`src/rtl/alu8_pkg.sv`:
```
package alu8_pkg;

    typedef enum logic [1:0] {
        BSRC_PASS  = 2'd0,
        BSRC_INV   = 2'd1,
        BSRC_CONST = 2'd2
    } bsrc_e;

    typedef enum logic [1:0] {
        CIN_ZERO = 2'd0,
        CIN_ONE  = 2'd1,
        CIN_EXT  = 2'd2
    } cin_e;

    typedef struct packed {
        logic       valid;
        logic       take_logic;
        bsrc_e      bsrc;
        logic       const_dec;
        cin_e       cin_mode;
        logic [3:0] gcode;
    } alu_ctl_t;

    localparam logic [3:0] G_AND  = 4'b1000;
    localparam logic [3:0] G_OR   = 4'b1110;
    localparam logic [3:0] G_XOR  = 4'b0110;
    localparam logic [3:0] G_NOTA = 4'b0011;

endpackage

```
`src/rtl/alu8_decode.sv`:
```
module alu8_decode
    import alu8_pkg::*;
(
    input  logic [3:0] op_code,
    output alu_ctl_t   ctl
);
    always_comb begin
        ctl            = '0;
        ctl.bsrc       = BSRC_PASS;
        ctl.cin_mode   = CIN_ZERO;
        ctl.take_logic = op_code[3];
        ctl.const_dec  = op_code[1];
        unique case (op_code[1:0])
            2'b00:   ctl.gcode = G_AND;
            2'b01:   ctl.gcode = G_OR;
            2'b10:   ctl.gcode = G_XOR;
            default: ctl.gcode = G_NOTA;
        endcase
        if (op_code[3]) begin
            ctl.valid = ~op_code[2];
        end else begin
            ctl.valid = ~(op_code[2] & op_code[0]);
            if (op_code[2])
                ctl.bsrc = BSRC_CONST;
            else if (op_code[1])
                ctl.bsrc = BSRC_INV;
            else
                ctl.bsrc = BSRC_PASS;
            if (op_code[0])
                ctl.cin_mode = CIN_EXT;
            else if (ctl.bsrc == BSRC_INV)
                ctl.cin_mode = CIN_ONE;
            else
                ctl.cin_mode = CIN_ZERO;
        end
    end
endmodule

```
`src/rtl/alu8_ripple.sv`:
```
module alu8_ripple #(
    parameter int W = 8
) (
    input  logic [W-1:0] x,
    input  logic [W-1:0] y,
    input  logic         ci,
    output logic [W-1:0] s,
    output logic         co
);
    logic [W:0] c;
    assign c[0] = ci;
    genvar i;
    generate
        for (i = 0; i < W; i++) begin : g_fa
            assign s[i]   = x[i] ^ y[i] ^ c[i];
            assign c[i+1] = (x[i] & y[i]) | (x[i] & c[i]) | (y[i] & c[i]);
        end
    endgenerate
    assign co = c[W];
endmodule

```
`src/rtl/alu8_truth_mux.sv`:
```
module alu8_truth_mux #(
    parameter int W = 8
) (
    input  logic [W-1:0] x,
    input  logic [W-1:0] y,
    input  logic [3:0]   g,
    output logic [W-1:0] z
);
    genvar i;
    generate
        for (i = 0; i < W; i++) begin : g_bit
            always_comb begin
                unique case ({x[i], y[i]})
                    2'b00:   z[i] = g[0];
                    2'b01:   z[i] = g[1];
                    2'b10:   z[i] = g[2];
                    default: z[i] = g[3];
                endcase
            end
        end
    endgenerate
endmodule

```
`src/rtl/alu8_mux_core.sv`:
```
module alu8_mux_core
    import alu8_pkg::*;
#(
    parameter int W = 8
) (
    input  logic [W-1:0] opnd_a,
    input  logic [W-1:0] opnd_b,
    input  logic         carry_in,
    input  logic [3:0]   op_code,
    output logic [W-1:0] result,
    output logic         carry_out
);
    localparam logic [W-1:0] K_INC = W'(1);
    localparam logic [W-1:0] K_DEC = '1;

    alu_ctl_t      ctl;
    logic [W-1:0]  y_sel;
    logic          c_sel;
    logic [W-1:0]  sum;
    logic          sum_co;
    logic [W-1:0]  lgc;

    alu8_decode u_dec (
        .op_code (op_code),
        .ctl     (ctl)
    );

    always_comb begin
        unique case (ctl.bsrc)
            BSRC_INV:   y_sel = ~opnd_b;
            BSRC_CONST: y_sel = ctl.const_dec ? K_DEC : K_INC;
            default:    y_sel = opnd_b;
        endcase
    end

    always_comb begin
        unique case (ctl.cin_mode)
            CIN_ONE: c_sel = 1'b1;
            CIN_EXT: c_sel = carry_in;
            default: c_sel = 1'b0;
        endcase
    end

    alu8_ripple #(.W(W)) u_add (
        .x  (opnd_a),
        .y  (y_sel),
        .ci (c_sel),
        .s  (sum),
        .co (sum_co)
    );

    alu8_truth_mux #(.W(W)) u_lgc (
        .x (opnd_a),
        .y (opnd_b),
        .g (ctl.gcode),
        .z (lgc)
    );

    always_comb begin
        if (!ctl.valid) begin
            result    = '0;
            carry_out = 1'b0;
        end else if (ctl.take_logic) begin
            result    = lgc;
            carry_out = 1'b0;
        end else begin
            result    = sum;
            carry_out = sum_co;
        end
    end
endmodule

```
`config.mk`:
```
export PLATFORM = sky130hd
export DESIGN_NAME = alu8_mux_core
export DESIGN_NICKNAME = d
export VERILOG_FILES = /design/src/rtl/alu8_pkg.sv /design/src/rtl/alu8_decode.sv /design/src/rtl/alu8_ripple.sv /design/src/rtl/alu8_truth_mux.sv /design/src/rtl/alu8_mux_core.sv
export SDC_FILE = /design/constraint.sdc
export NUM_CORES = 1
export LEC_CHECK = 0
export ABC_AREA = 1
export ABC_CLOCK_PERIOD_IN_PS = 6900
export BUFFER_PORTS_ARGS = -buffer_cell sky130_fd_sc_hd__buf_2
export CAP_MARGIN = 10
export CORE_MARGIN = 4
export CORE_UTILIZATION = 30
export DETAILED_ROUTE_END_ITERATION = 8
export GPL_TIMING_DRIVEN = 0
export RECOVER_POWER = 100
export SYNTH_ARGS = -nofsm -noshare
export SYNTH_HDL_FRONTEND = slang
export SYNTH_SLANG_ARGS = --single-unit
```
`constraint.sdc`:
```
create_clock -name vclk -period 6.9
set_input_delay 1.38 -clock vclk [all_inputs]
set_output_delay 1.38 -clock vclk [all_outputs]
set_load 0.005 [all_outputs]
```
==> flow_metrics.py <==
metrics = {
    "outcome": {
        "status": "finished clean",
    },
    "setup_path": {
        "worst_setup_path_start_kind": "input pin",
        "worst-path-buf-inv": 6,
        "timing.critical_path.max_delay_family": "adder cells",
        "worstSetupPathType": "input pin to primary output",
        "worst_path_largest_cell_delay_ns": 0.48,
        "worst-path-max-fanout": 8,
        "critical_path.endpoint_type": "primary output",
        "critical_path.most_common_cell": "fa_2",
        "cpMaxStageDelayCell": "fa_1",
        "timing.critical_path.cells": "buf_4, nor3_4, buf_6, ha_4, nor2_2, o21ai_1, o21ai_2, fa_1, inv_1, fa_2, fa_2, fa_2, fa_2, fa_2, inv_1, fa_1, inv_1, fa_1, nand2_1, nand2_1, buf_2",
        "critical_path_arrival_ns": 5.27,
        "required_worst_endpoint_ns": 5.52,
    },
    "layout": {
        "total_of_fill_cells_in_the_finished_design": 297,
        "drive_gt1_share_pct": 27.1,
        "n_antenna_cell": 0,
        "register_area_um2": 0,
        "areaGrowthSynthToFinish_pct": 30.8,
        "finish.net_count": 217,
        "layout.sequential_cells": 0,
        "clkbuf_count": 0,
        "stdcell_area_mm2": 0.00107,
    },
    "route": {
        "wl_met2_um": 1250,
        "avgRoutedWirePerCell_um": 11.7,
        "top_layer_used": "met3",
        "route.final.wire_length_um": 2470,
        "dr.first_iter.drc_count": 23,
        "routed-via-count": 1003,
        "drtPass1Iterations": 4,
        "drc_errors": 0,
        "ant_nets": 0,
        "met3RoutedLength_um": 158,
        "avgViaCountPerCell": 4.75,
        "wl_met1_um": 1060,
    },
    "synthesis": {
        "mappedNetlistNets": 183,
        "netlist_top_cells_area": "nand2_1 (23%), fa_1 (20%), inv_1 (12%)",
        "post-synth-top-area-cell": "nand2_1",
        "number_of_different_library_cells_in_the_post_synthesis_netlist": 18,
        "syn_area_um2": 817,
        "post_synth.cell_area_avg_um2": 5.48,
        "post-synth-top-area-fraction_pct": 22.5,
        "register_area_share_after_synthesis_pct": 0,
        "synth-warning-count": 0,
        "syn-instance-count": 149,
    },
    "global_routing": {
        "maximum_number_of_pins_on_one_net_before_global_route_repair": 9,
        "grt_pass1_wl_um": 4200,
        "grt_pass1_vias": 997,
        "antenna_found_initial": 0,
        "gr-usage-all-layers_pct": 14.6,
        "grt_overflow_total": 0,
    },
    "pwr": {
        "fin_total_pwr_uw": 86.7,
        "power.leakage_nw": 0.613,
        "peakVddDrop_v": 0.0000370,
        "cellPowerDensity_mw_per_mm2": 81.1,
    },
    "floorplan": {
        "die_h_um": 60.2,
        "fp.coreArea_mm2": 0.00254,
        "die_area_mm2": 0.00362,
        "initial_utilization_pct": 32.1,
        "chipWidth_um": 60.2,
        "rows": 18,
        "ios": 30,
    },
    "timing": {
        "worstMarginPinSlew_ns": 0.434,
        "total_count_of_hold_check_failures_in_the_final_report": 0,
        "worst_slew_margin_rel_pct": 71.1,
        "whs_ns": 3.17,
        "finalSetupViolations": 0,
        "finalMaxSlewViolations": 0,
        "period_minus_slack_ns": 6.65,
        "fmax_mhz": 150,
        "setup_repair_after_global_routing_missed_its_margin": "no",
        "min_period_over_period_pct": 96.3,
    },
    "placement": {
        "gpl.final_weighted_congestion": 0.776,
        "place_area_mm2": 0.00100,
        "dp_hpwl_um": 1900,
        "place.port_buffers": 30,
    },
    "worst_hold_path": {
        "timing.hold.worst.class": "input pin to primary output",
    },
    "flow_run": {
        "maxCapViolations": 0,
    },
}
-- power breakdown --
group / internal [mW] / leakage (nW) / total [mW] / switching (mW)
combinational: 0.0370 / 0.613 / 0.0867 / 0.0497
clock: 0 / 0 / 0 / 0
sequential: 0 / 0 / 0 / 0
-- metal layers --
layer | global-route usage (%) | vias to the layer above
li1 | - | 525
met4 | 0.633 | 0
met3 | 1.30 | 0
met1 | 18.0 | 447
met2 | 28.2 | 31
met5 | 0 | -
-- cells in the final DEF (no fill, tap or decap) --
cell	instances
clkbuf_1	2
nor2_4	1
o21ai_1	1
nand2_1	48
or2_1	2
o21ai_2	1
nor2_2	1
buf_6	1
a21oi_4	1
fa_2	5
inv_1	27
a21oi_1	16
nor3_4	1
buf_2	29
o22ai_1	1
ha_1	4
fa_1	3
nand2_2	2
a22oi_1	1
nand3_1	16
ha_4	1
buf_4	3
nor2_1	11
inv_2	3
-- what timing repair did --
| item | in CTS | in global routing |
|---|---|---|
| setup endpoints to repair | 3 | 3 |
| gates resized for setup | 8 | 9 |
| setup buffers | 2 | 1 |
| pin swaps | 1 | 1 |
| hold buffers | 0 | 0 |
-- area by class of cell --
cell class	count	area (µm²)	area share, %
multi-input combinational	116	732	68.5
timing repair buffer	33	179	16.7
inverter	30	113	10.5
tap	30	37.5	3.51
buffer	2	7.51	0.703
-- cells by family after synthesis --
group,share of synthesized area [%]
fa+ha+maj,27.3
simple gates,42.7
buf+inv,15.3
compound gates,14.7
-- cells in the mapped netlist --
cell	instances
a21oi_1	16
a21oi_4	1
a22oi_1	1
buf_2	1
clkbuf_1	2
fa_1	8
ha_1	5
inv_1	27
inv_2	3
nand2_1	49
nand2_2	1
nand3_1	16
nor2_1	12
nor2_4	1
nor3_2	1
o21ai_0	2
o22ai_1	1
or2_1	2
-- final timing paths --
path | startpoint | slack [ns] | cells past startpoint | end
max | op_code[2] | 0.25 | 21 | result[7]
min | opnd_b[3] | 3.17 | 6 | result[3]
-- stage by stage --
step	utilization, %	worst slack, ns	setup TNS [ns]	instances
3_5_place_dp	39.5	-0.240	-0.479	209
4_1_cts	41.0	0.0169	0	210
6_report	42.0	0.255	0	211
3_3_place_gp	39.5	-0.163	-0.222	209
5_1_grt	42.0	0.0285	0	211
2_1_floorplan	-	0.321	0	149
No activity file was read; power rests on OpenSTA's default activity.
